===== config.mk =====
export PLATFORM = sky130hd
export DESIGN_NAME = sysctl_irq_unit
export DESIGN_NICKNAME = d
export VERILOG_FILES = /design/src/rtl/sirq_pkg.sv /design/src/rtl/sirq_route.sv /design/src/rtl/sirq_status_bank.sv /design/src/rtl/sirq_regfile.sv /design/src/rtl/sysctl_irq_unit.sv
export SDC_FILE = /design/constraint.sdc
export NUM_CORES = 1
export LEC_CHECK = 0
export ABC_CLOCK_PERIOD_IN_PS = 2140
export CORE_MARGIN = 3
export CORE_UTILIZATION = 35
export CTS_CLUSTER_SIZE = 30
export DETAILED_ROUTE_END_ITERATION = 8
export PLACE_DENSITY = 0.85
export SLEW_MARGIN = 20
export SYNTH_ARGS = -nofsm -noshare
export SYNTH_HDL_FRONTEND = slang
export SYNTH_SLANG_ARGS = --single-unit

===== constraint.sdc =====
create_clock -name clk -period 2.14 [get_ports clk]
set_input_delay 0.428 -clock clk [delete_from_list [all_inputs] [get_ports clk]]
set_output_delay 0.428 -clock clk [all_outputs]
set_load 0.01 [all_outputs]

===== src/rtl/sirq_pkg.sv =====
package sirq_pkg;
  localparam int N_SRC = 7;

  // Flag positions; the order is visible to software.
  localparam int IDX_PLL_FAULT = 0;
  localparam int IDX_BROWNOUT  = 1;
  localparam int IDX_REG_UNREG = 2;
  localparam int IDX_MAIN_OSC  = 3;
  localparam int IDX_INT_OSC   = 4;
  localparam int IDX_CUR_LIM   = 5;
  localparam int IDX_PLL_LOCK  = 6;

  localparam logic [11:0] OFS_RAW   = 12'h050;
  localparam logic [11:0] OFS_MASK  = 12'h054;
  localparam logic [11:0] OFS_MVIEW = 12'h058;
  localparam logic [11:0] OFS_ROUTE = 12'h05C;

  typedef logic [N_SRC-1:0] flags_t;

  // Masked view: raw AND mask, with brown-out hidden while routed to reset.
  function automatic flags_t f_masked(flags_t raw, flags_t mask, logic route_rst);
    flags_t m;
    m = raw & mask;
    if (route_rst) m[IDX_BROWNOUT] = 1'b0;
    return m;
  endfunction

  // Next raw state: clear first, then set, so a set always wins.
  function automatic flags_t f_next_raw(flags_t raw, flags_t set_v, flags_t clr_v);
    return (raw & ~clr_v) | set_v;
  endfunction

  function automatic logic f_any(flags_t v);
    return |v;
  endfunction
endpackage


===== src/rtl/sirq_route.sv =====
module sirq_route
  import sirq_pkg::*;
(
  input  logic   clk,
  input  logic   rst_n,
  input  flags_t src_pulse_i,
  input  logic   route_rst_i,
  output flags_t set_vec_o,
  output logic   rst_req_o
);
  logic bor_to_reset;
  logic rst_req_q;

  assign bor_to_reset = src_pulse_i[IDX_BROWNOUT] & route_rst_i;

  always_comb begin
    set_vec_o = src_pulse_i;
    if (route_rst_i) set_vec_o[IDX_BROWNOUT] = 1'b0;
  end

  always_ff @(posedge clk) begin
    if (!rst_n) rst_req_q <= 1'b0;
    else        rst_req_q <= bor_to_reset;
  end

  assign rst_req_o = rst_req_q;

  // a brown-out routed to reset raises the request next cycle
  assert_bor_reset_req_R8: assert property (@(posedge clk) disable iff (!rst_n)
    (src_pulse_i[IDX_BROWNOUT] && route_rst_i) |=> rst_req_o);
  // the request is never raised without a routed brown-out the cycle before
  assert_no_spurious_req_R8: assert property (@(posedge clk) disable iff (!rst_n)
    rst_req_o |-> $past(src_pulse_i[IDX_BROWNOUT] && route_rst_i));
  // a routed brown-out never reaches the flag set vector
  assert_bor_not_flagged_R8: assert property (@(posedge clk) disable iff (!rst_n)
    route_rst_i |-> !set_vec_o[IDX_BROWNOUT]);
endmodule


===== src/rtl/sirq_status_bank.sv =====
module sirq_status_bank
  import sirq_pkg::*;
(
  input  logic   clk,
  input  logic   rst_n,
  input  flags_t set_vec_i,
  input  flags_t clr_vec_i,
  output flags_t raw_o
);
  flags_t raw_q;
  flags_t raw_d;

  assign raw_d = f_next_raw(raw_q, set_vec_i, clr_vec_i);

  for (genvar i = 0; i < N_SRC; i++) begin : g_flag
    always_ff @(posedge clk) begin
      if (!rst_n) raw_q[i] <= 1'b0;
      else        raw_q[i] <= raw_d[i];
    end
  end

  assign raw_o = raw_q;

  // every bit set in a cycle reads 1 afterwards, clear or not
  assert_set_wins_R6: assert property (@(posedge clk) disable iff (!rst_n)
    (|set_vec_i) |=> ((raw_q & $past(set_vec_i)) == $past(set_vec_i)));
  // a set flag never drops without a clear request
  assert_sticky_R2: assert property (@(posedge clk) disable iff (!rst_n)
    1'b1 |=> ((($past(raw_q) & ~$past(clr_vec_i)) & ~raw_q) == '0));
  // a flag never rises without a set request
  assert_no_spurious_set_R2: assert property (@(posedge clk) disable iff (!rst_n)
    1'b1 |=> ((raw_q & ~$past(raw_q) & ~$past(set_vec_i)) == '0));
  // a cleared bit with no concurrent set reads 0 afterwards
  assert_w1c_R5: assert property (@(posedge clk) disable iff (!rst_n)
    (|clr_vec_i) |=> ((raw_q & $past(clr_vec_i) & ~$past(set_vec_i)) == '0));
endmodule


===== src/rtl/sirq_regfile.sv =====
module sirq_regfile
  import sirq_pkg::*;
#(
  parameter int ADDR_W = 12,
  parameter int DATA_W = 32
) (
  input  logic              clk,
  input  logic              rst_n,
  input  logic [ADDR_W-1:0] addr_i,
  input  logic              we_i,
  input  logic [DATA_W-1:0] wdata_i,
  input  flags_t            raw_i,
  output flags_t            mask_o,
  output logic              route_rst_o,
  output flags_t            clr_vec_o,
  output flags_t            masked_o,
  output logic [DATA_W-1:0] rdata_o
);
  localparam int PAD_W = DATA_W - N_SRC;

  flags_t mask_q;
  logic   route_q;
  logic   hit_raw, hit_mask, hit_mview, hit_route;
  logic   wr_mask, wr_route;
  logic   unused_wdata_hi;

  assign hit_raw   = (addr_i == ADDR_W'(OFS_RAW));
  assign hit_mask  = (addr_i == ADDR_W'(OFS_MASK));
  assign hit_mview = (addr_i == ADDR_W'(OFS_MVIEW));
  assign hit_route = (addr_i == ADDR_W'(OFS_ROUTE));

  assign wr_mask   = we_i & hit_mask;
  assign wr_route  = we_i & hit_route;
  assign clr_vec_o = (we_i & hit_mview) ? wdata_i[N_SRC-1:0] : '0;
  assign unused_wdata_hi = ^wdata_i[DATA_W-1:N_SRC];

  always_ff @(posedge clk) begin
    if (!rst_n) begin
      mask_q  <= '0;
      route_q <= 1'b0;
    end else begin
      if (wr_mask)  mask_q  <= wdata_i[N_SRC-1:0];
      if (wr_route) route_q <= wdata_i[0];
    end
  end

  assign mask_o      = mask_q;
  assign route_rst_o = route_q;
  assign masked_o    = f_masked(raw_i, mask_q, route_q);

  always_comb begin
    rdata_o = '0;
    if (hit_raw)   rdata_o = {{PAD_W{1'b0}}, raw_i};
    if (hit_mask)  rdata_o = {{PAD_W{1'b0}}, mask_q};
    if (hit_mview) rdata_o = {{PAD_W{1'b0}}, masked_o};
    if (hit_route) rdata_o = {{(DATA_W-1){1'b0}}, route_q};
  end

  // bits above the flag field always read 0
  assert_reserved_zero_R9: assert property (@(posedge clk) disable iff (!rst_n)
    rdata_o[DATA_W-1:N_SRC] == '0);
  // the mask changes only through a write to its own address
  assert_mask_hold_R3: assert property (@(posedge clk) disable iff (!rst_n)
    !wr_mask |=> $stable(mask_q));
  // a brown-out flag is hidden while routed to reset
  assert_bor_hidden_R8: assert property (@(posedge clk) disable iff (!rst_n)
    route_q |-> !masked_o[IDX_BROWNOUT]);
endmodule


===== src/rtl/sysctl_irq_unit.sv =====
module sysctl_irq_unit
  import sirq_pkg::*;
#(
  parameter int ADDR_W = 12,
  parameter int DATA_W = 32
) (
  input  logic              clk,
  input  logic              rst_n,
  input  logic [N_SRC-1:0]  src_pulse_i,
  input  logic [ADDR_W-1:0] bus_addr_i,
  input  logic              bus_we_i,
  input  logic [DATA_W-1:0] bus_wdata_i,
  output logic [DATA_W-1:0] bus_rdata_o,
  output logic              irq_o,
  output logic              rst_req_o
);
  flags_t set_vec;
  flags_t clr_vec;
  flags_t raw_q;
  flags_t mask_q;
  flags_t masked;
  logic   route_rst;

  sirq_route u_route (
    .clk         (clk),
    .rst_n       (rst_n),
    .src_pulse_i (src_pulse_i),
    .route_rst_i (route_rst),
    .set_vec_o   (set_vec),
    .rst_req_o   (rst_req_o)
  );

  sirq_status_bank u_bank (
    .clk       (clk),
    .rst_n     (rst_n),
    .set_vec_i (set_vec),
    .clr_vec_i (clr_vec),
    .raw_o     (raw_q)
  );

  sirq_regfile #(.ADDR_W(ADDR_W), .DATA_W(DATA_W)) u_regs (
    .clk         (clk),
    .rst_n       (rst_n),
    .addr_i      (bus_addr_i),
    .we_i        (bus_we_i),
    .wdata_i     (bus_wdata_i),
    .raw_i       (raw_q),
    .mask_o      (mask_q),
    .route_rst_o (route_rst),
    .clr_vec_o   (clr_vec),
    .masked_o    (masked),
    .rdata_o     (bus_rdata_o)
  );

  assign irq_o = f_any(masked);

  // an interrupt always has an unmasked raw flag behind it
  assert_irq_has_cause_R4: assert property (@(posedge clk) disable iff (!rst_n)
    irq_o |-> ((raw_q & mask_q) != '0));
  // an unmasked non-brown-out flag always raises the interrupt
  assert_irq_raised_R4: assert property (@(posedge clk) disable iff (!rst_n)
    (((raw_q & mask_q) & ~(N_SRC'(1) << IDX_BROWNOUT)) != '0) |-> irq_o);
  // nothing is pending in the first cycle after reset
  assert_reset_clean_R1: assert property (@(posedge clk) disable iff (!rst_n)
    $rose(rst_n) |-> (raw_q == '0 && !irq_o && !rst_req_o));
endmodule


## Word-level counts from Yosys, hierarchy flattened

Index checks and enable logic that the tools add are counted.

- Muxes and demuxes: 7
- Reduce and logical (&&, ||, !) cells: 1
- Bitwise gates (word level): 8
- Eq/ne operators: 4

Operators by type and width:

| kind | number |
|---|---|
| 12-bit by 7-bit == test with 1-bit output (second input constant) | 4 |
| 7-bit two-way mux | 5 |
| 7-bit AND | 2 |
| 7-bit inverter | 1 |
| 7-bit OR | 1 |
| 7-bit OR reduction | 1 |
| 1-bit AND | 4 |
| 1-bit two-way mux | 2 |

- Input bits: 54
- Word-level logic and storage cells: 30
- Output and inout port bits: 34
- Register bits after elaboration: 16

## Logic depth before layout (Yosys ltp)

Gate-level depths: netlist of the first run.

- Depth in word-level cells: 6
- Gate-level depth with buffers: 4
- Mapped depth without buffers: 3

## Modules after synthesis

Synthesis of the first run repeated with hierarchy kept, for this count alone.

- Cells, all modules: 148
- Area, all modules: 1177.4 um2

Modules (own cells, without submodules):

| module | sequential area each (um2) | area each (um2) | times used | cells an instance |
|---|---|---|---|---|
| sirq_regfile | 160.2 | 844.6 | 1 | 115 |
| sirq_status_bank | 140.1 | 236.5 | 1 | 21 |
| sirq_route | 20.0 | 81.3 | 1 | 9 |
| sysctl_irq_unit | 0.0 | 15.0 | 1 | 3 |

## Least setup slack after synthesis of the first run

Ideal clock, no wire load.

- Path type: input port to output port
- Start: input port bus_addr_i[9]
- End: output port bus_rdata_o[0]
- Path buffers: 0
- Required time: 1.712 ns
- Arrival: 1.320 ns
- Slack: 0.392 ns
- Stages on the path: 3
- Cells stage by stage: nor4_4 nand3_2 nor3_1

- Word-level cells in the longest chain between the ends: 5
- Elaborated cells between the ends (all ways): 8
- Classes of those cells: eq/ne (4); mux (4)

RTL lines:

| what | RTL line | RTL |
|---|---|---|
| from (decl) | sysctl_irq_unit.sv:10 | `input logic [ADDR_W-1:0] bus_addr_i,` |
| 12-bit by 7-bit == test with 1-bit output | sirq_regfile.sv:27 | `assign hit_raw = (addr_i == ADDR_W'(OFS_RAW));` |
| 7-bit two-way mux | sirq_regfile.sv:53 | `if (hit_raw) rdata_o = {{PAD_W{1'b0}}, raw_i};` |
| 7-bit two-way mux | sirq_regfile.sv:54 | `if (hit_mask) rdata_o = {{PAD_W{1'b0}}, mask_q};` |
| 7-bit two-way mux | sirq_regfile.sv:55 | `if (hit_mview) rdata_o = {{PAD_W{1'b0}}, masked_o};` |
| 7-bit two-way mux (*) | sirq_regfile.sv:56 | `if (hit_route) rdata_o = {{(DATA_W-1){1'b0}}, route_q};` |
| to (decl) | sysctl_irq_unit.sv:13 | `output logic [DATA_W-1:0] bus_rdata_o,` |

Mark *: on every way between the ends. The rest lies on a longest branch, timed or not.

## Worst setup path after layout of the first run

- Start: input port bus_addr_i[6]
- End: output port bus_rdata_o[0]

The elaborated chain is that of the path after synthesis.

==> results.py, run 1 <==
metrics = {
    "clock_tree": {
        "clock_sinks": 16,
        "cts_buffer_depth": 2,
        "path_clk_slew_ns": 0.09,
        "cts_tree": "yes",
        "postCtsHoldBufs": 0,
        "insertion_delay_ns": 0.28,
        "htree_levels": 1,
        "cts_buffers": 3,
        "cts_root_buffer": "clkbuf_4",
    },
    "sta": {
        "fin_crit_ns": 2.11,
        "post-route-period-util_pct": 98.7,
        "fin_hold_ws_ns": 0.478,
        "hold_viol": 0,
        "finalSetupViolations": 0,
        "rsz0062_at_grt": "yes",
        "skew_ns": 0.000129,
        "fmax_mhz": 474,
        "slew_viol_final": 0,
    },
    "flow_run": {
        "drv_cap": 0,
    },
    "layout": {
        "nFillCells": 273,
        "finalNetCount": 241,
        "final_cell_count_no_fill": 228,
        "area_growth_pct": 40.0,
        "diodes": 0,
        "final_util_pct": 53.5,
        "drive_above_1_share_pct": 18.3,
    },
    "floorplanning": {
        "die_height_um": 62.1,
        "start_util_pct": 38.2,
        "floorplan.io_pins": 88,
        "die_w_um": 62.1,
        "core_um2": 2880,
        "dieArea_um2": 3850,
        "std_cell_rows": 19,
    },
    "route": {
        "drc": 0,
        "vias": 1051,
        "avgViaCountPerCell": 4.61,
        "top_layer": "met4",
        "drt_iter0_drc": 37,
        "routedWlPerCell_um": 12.1,
        "wirelength_mm": 2.75,
        "dr_wl_met3_um": 210,
        "wl_met2_mm": 1.41,
        "ant_nets": 0,
        "first_pass_iters": 4,
        "wl_met1_mm": 1.12,
    },
    "global_route": {
        "grt_max_degree": 24,
        "grt_first_pass_wirelength_mm": 3.93,
        "grtUsageTotal_pct": 13.7,
        "overflow": 0,
        "grt_antenna_before_repair": 0,
        "grt_pass1_vias": 911,
    },
    "synth": {
        "yosysWarnings": 0,
        "ys_async_sr_fraction_pct": 0,
        "ys_seq_elements": 16,
        "synthFlopType": "dfxtp_1",
        "ys_seq_area_share_pct": 29.1,
        "synth.cell_area_um2": 1100,
        "netlist_instances": 138,
        "synth_top_area_share_pct": 29.1,
        "yosysUniqueCellTypes": 31,
        "yosys.area.top_type": "dfxtp_1",
        "syn_avg_cell_area_um2": 7.97,
        "synthTopCellsByArea": "dfxtp_1 29%, buf_4 18%, nand2_1 7.5%, mux2i_1 7.3%, nor2b_1 5.1%",
        "synth_edf_count": 0,
    },
    "pwr": {
        "p_per_area_nw_per_um2": 428,
        "vdd_drop_max_uv": 290,
        "p_leak_nw": 0.728,
        "fin_total_pwr_mw": 0.659,
    },
    "hold_path": {
        "hp-class": "flip-flop to flip-flop",
        "min-delay-start": "u_regs.mask_o[3]",
        "whs_endpoint": "u_regs.mask_o[3]",
        "hold_path_depth": 2,
    },
    "run_status": {
        "status": "completed",
    },
    "place": {
        "hpwl_mm": 2.07,
        "gp_congestion": 0.814,
        "dp.cells": 222,
        "port_buffers": 37,
    },
    "setup_path": {
        "worstSetupStartpointType": "input pin",
        "worst_setup_path_end_kind": "output pin",
        "reg2regPathDepth": 3,
        "worstSetupPathType": "input pin to output pin",
        "cp.arrival_ns": 1.68,
        "r2r-start": "u_regs.route_rst_o",
        "cp_max_fo": 2,
        "r2r_slack_ns": 1.35,
        "required_ns": 1.71,
        "r2r-end": "u_bank.raw_o[1]",
    },
}
[report_power, final]
group / switching [mW] / leakage, nW / internal (mW) / total (mW)
Sequential: 0.00890 / 0.132 / 0.307 / 0.316
Combinational: 0.0686 / 0.575 / 0.0725 / 0.141
Clock: 0.0984 / 0.0210 / 0.104 / 0.202
[cells by family after synthesis]
family,share of synthesized area [%]
simple gates,26.2
buf+inv,20.9
compound gates,15.4
flops,29.1
mux,7.28
xor+xnor,0.797
other cells,0.341
[synthesized netlist by cell type, drive strengths merged, types with 3 or more instances]
cell    n
buf    27
mux2i   8
nor2b   9
a21oi   7
nor2    3
o21ai  13
nand2  22
a31oi   6
dfxtp  16
inv     6
[per-stage QoR]
step	setup slack (ns)	cell area (um^2)	TNS [ns]
6_report	0.0288	1540	0
5_1_grt	-0.0375	1540	-0.0375
4_1_cts	0.000187	1500	0
3_5_place_dp	-0.494	1480	-3.04
3_3_place_gp	-0.469	1480	-3.00
2_1_floorplan	0.392	1190	0
[critical path, cell delays in order]
cell,delay [ns]
clkdlybuf4s50_1,0.44
and4bb_2,0.27
nand3_4,0.09
buf_6,0.14
nor3_2,0.16
buf_2,0.16
[cell usage in the layout, fill, tap and decap left out, types with 2 or more instances in the layout]
cell             count
a21oi_1              4
a21oi_2              3
a22oi_1              2
a31oi_1              6
buf_2                7
buf_4               10
buf_6                2
clkbuf_4             3
clkdlybuf4s50_1     23
conb_1              25
dfxtp_1             15
dlygate4sd2_1        3
dlymetal6s2s_1       4
inv_1                6
mux2i_1              8
nand2_1             22
nor2_1               3
nor2b_1              9
o21ai_0              7
o21ai_1              6
[state kept, by name, indices dropped and copies added (netlist names)]
name,count
u_bank.raw_o,7
u_regs.mask_o,7
u_regs.route_rst_o,1
u_route.rst_req_o,1
[timing repair]
action | CTS | global route
endpoints found under the hold margin | 0 | 0
pin swaps | 2 | 2
setup endpoints to repair | 7 | 7
gates resized for setup | 32 | 12
buffers inserted | 2 | 0
[how the worst max path moves through the flow]
stage / startpoint / end / slack [ns] / cells past startpoint
after floorplan: bus_addr_i[9] / bus_rdata_o[0] / 0.39 / 3
final: bus_addr_i[6] / bus_rdata_o[0] / 0.03 / 6
after global routing: bus_addr_i[9] / bus_rdata_o[0] / -0.04 / 6
after CTS: bus_addr_i[7] / bus_rdata_o[0] / 0.0002 / 6
after global placement: bus_addr_i[9] / bus_rdata_o[0] / -0.47 / 5
after detailed placement: bus_addr_i[9] / bus_rdata_o[0] / -0.49 / 5
[area by class of cell]
cell class	instances	area, um^2	area share (%)
Inverter	6	22.5	1.46
Clock buffer	4	36.3	2.36
Tap cell	42	52.6	3.41
Sequential cell	16	322	20.9
Multi-Input combinational cell	111	668	43.4
Timing Repair Buffer	49	439	28.5
[metal layers]
metal	global-route usage [%]	up-vias
li1	-	525
met5	0	-
met1	16.1	485
met3	4.34	2
met4	1.82	0
met2	24.7	39
No activity file was read; power rests on OpenSTA's default activity.
==> run 2, diff against run 1 <==
- CORE_UTILIZATION: 35 -> 37
- PLACE_DENSITY: 0.85 -> 0.87
- SYNTH_HIERARCHICAL: default -> 1
- TNS_END_PERCENT: default -> 1
==> results.py, run 2 <==
metrics = {
    "synth": {
        "synthTopCellsByCount": "31 x buf_4, 23 x nand2_1, 16 x dfxtp_1",
        "yosysUniqueCellTypes": 30,
        "netlist_instances": 148,
        "yosysMostFrequentCell": "buf_4",
        "ys_seq_area_share_pct": 27.2,
        "ys_seq_elements": 16,
        "synthFlopType": "dfxtp_1",
        "synthTopCellsByArea": "dfxtp_1 27%, buf_4 20%, nand2_1 7.3%, and2_1 6.9%, nor2b_1 6.9%",
        "syn_avg_cell_area_um2": 7.96,
        "yosys.area.top_type": "dfxtp_1",
        "synth.cell_area_um2": 1180,
        "synth_edf_count": 0,
        "yosysWarnings": 6,
        "synth_top_area_share_pct": 27.2,
        "ys_async_sr_fraction_pct": 0,
    },
    "place": {
        "port_buffers": 37,
        "hpwl_mm": 2.17,
        "gp_congestion": 0.751,
    },
    "clock_tree": {
        "cts_buffer_depth": 2,
        "cts_buffers": 3,
        "cts_tree": "yes",
        "cts_root_buffer": "clkbuf_4",
        "insertion_delay_ns": 0.29,
        "clock_sinks": 16,
        "htree_levels": 1,
        "path_clk_slew_ns": 0.10,
    },
    "layout": {
        "nFillCells": 286,
        "layout_commonest_cell": "conb_1",
        "layout_common_cells": "25 x conb_1, 23 x nand2_1, 21 x clkdlybuf4s50_1, 15 x dfxtp_1, 14 x buf_4",
        "diodes": 0,
        "area_growth_pct": 37.6,
        "drive_above_1_share_pct": 23.2,
        "final_util_pct": 55.9,
        "finalNetCount": 249,
    },
    "sta": {
        "rsz0062_at_grt": "yes",
        "fmax_mhz": 448,
        "finalSetupViolations": 7,
        "slew_viol_final": 0,
        "hold_viol": 0,
        "post-route-period-util_pct": 104,
        "tns_ns": -0.491,
        "skew_ns": 0.0000343,
        "fin_crit_ns": 2.23,
        "timing.final.ws_setup_ns": -0.0922,
    },
    "global_route": {
        "overflow": 0,
        "grtUsageTotal_pct": 14.4,
        "grt_antenna_before_repair": 0,
        "grt_pass1_vias": 1070,
        "grt_max_degree": 24,
        "grt_first_pass_wirelength_mm": 4.61,
    },
    "setup_path": {
        "worstPathCellList": "buf_6 > or4_4 > or3_4 > a21oi_2 > buf_2",
        "worstSetupPathType": "input pin to output pin",
        "required_ns": 1.71,
        "slowest_delay_ns": 0.52,
        "cp.arrival_ns": 1.80,
        "cp_max_fo": 7,
        "worst_setup_path_end_kind": "output pin",
        "crit_slowest_cell": "or4_4",
        "worstSetupStartpointType": "input pin",
    },
    "pwr": {
        "vdd_drop_max_uv": 287,
        "p_per_area_nw_per_um2": 407,
        "p_leak_nw": 0.724,
    },
    "hold_path": {
        "hp-class": "flip-flop to flip-flop",
    },
    "floorplanning": {
        "start_util_pct": 40.6,
        "floorplan.io_pins": 88,
        "dieArea_um2": 3900,
        "die_height_um": 62.4,
        "core_um2": 2900,
        "std_cell_rows": 19,
        "die_w_um": 62.4,
    },
    "run_status": {
        "status": "finished, violations left",
        "violations": "setup timing",
    },
    "route": {
        "drc": 0,
        "drt_iter0_drc": 26,
        "routedWlPerCell_um": 11.9,
        "ant_nets": 0,
        "vias": 1082,
        "wirelength_mm": 2.81,
        "first_pass_iters": 4,
        "avgViaCountPerCell": 4.58,
    },
    "flow_run": {
        "drv_cap": 0,
    },
}
## run 2: cell types whose count changed in the layout (fill, tap and decap cells not counted), moves of 2 or more
| cell | delta |
|---|---|
| buf_2 | +2 |
| o21a_1 | +7 |
| a31oi_1 | -6 |
| nand3b_1 | +2 |
| a22oi_1 | -2 |
| buf_4 | +4 |
| a21oi_2 | +3 |
| inv_1 | -6 |
| o21ai_1 | -6 |
| a21oi_1 | -4 |
| nor2b_1 | +4 |
| and2_1 | +13 |
| clkdlybuf4s50_1 | -2 |
## run 2: final timing paths
kind | cells after the start | end | slack, ns | start
max | 5 | bus_rdata_o[5] | -0.09 | bus_addr_i[1]
min | 2 | u_regs/mask_o[0] | 0.47 | u_regs/mask_o[0]
max reg2reg | 2 | u_bank/raw_o[1] | 1.28 | u_regs/route_rst_o
min reg2reg | 2 | u_regs/mask_o[0] | 0.47 | u_regs/mask_o[0]
## run 2: per-layer routing
layer | GRT usage [%] | vias to the layer above | wire length [um]
met5 | 0 | - | 0
met4 | 6.34 | 0 | 54
met3 | 3.96 | 7 | 220
met2 | 26.1 | 51 | 1490
met1 | 15.5 | 496 | 1050
li1 | - | 528 | -
## run 2: report_power, final
part           internal, mW  switching, mW  total [mW]
combinational        0.0773         0.0642       0.141
sequential            0.307        0.00755       0.315
clock                 0.104         0.0991       0.203
total                 0.488          0.171       0.659
## run 2: kinds of logic after synthesis
kind of cell              count (synthesis)  share of synthesized area (%)
and+or+nand+nor                          68                           34.1
buffers and inverters                    34                           20.7
AOI/OAI and AO/OA                        20                           10.1
DFF                                      16                           27.2
muxes                                     8                           6.80
xor gates and xnor gates                  1                          0.744
other                                     1                          0.319
## run 2: area by class of cell
cell class	count	area, um^2	area share [%]
Clock buffer	4	36.3	2.24
Multi-Input combinational cell	122	753	46.5
Sequential cell	16	322	19.8
Tap cell	42	52.6	3.24
Timing Repair Buffer	52	457	28.2
## run 2: worst max-delay path: cells and delay by family
family	cells	cell delay, ns
compound gates	1	0.15
buf+inv	2	0.24
simple gates	2	0.99
## run 2: what timing repair did
action                     4_1_cts  5_1_grt
buffers inserted                 1        0
hold buffers                     0        0
gates cloned                     0        0
setup endpoints to repair       15        8
pin swaps                        4        2
gates resized for setup         51        5
## run 2: through the flow
| stage | power (mW) | hold WS, ns | cell area (um^2) | std cells | setup WS (ns) |
|---|---|---|---|---|---|
| after detailed placement | 0.463 | 0.460 | 1570 | 231 | -0.926 |
| final | 0.659 | 0.475 | 1620 | 236 | -0.0922 |
| after global routing | 0.696 | 0.500 | 1620 | 236 | -0.139 |
| after floorplan | 0.421 | 0.440 | 1270 | 172 | 0.00666 |
| after CTS | 0.665 | 0.476 | 1600 | 236 | -0.0928 |
| after global placement | 0.458 | 0.450 | 1570 | 231 | -0.878 |
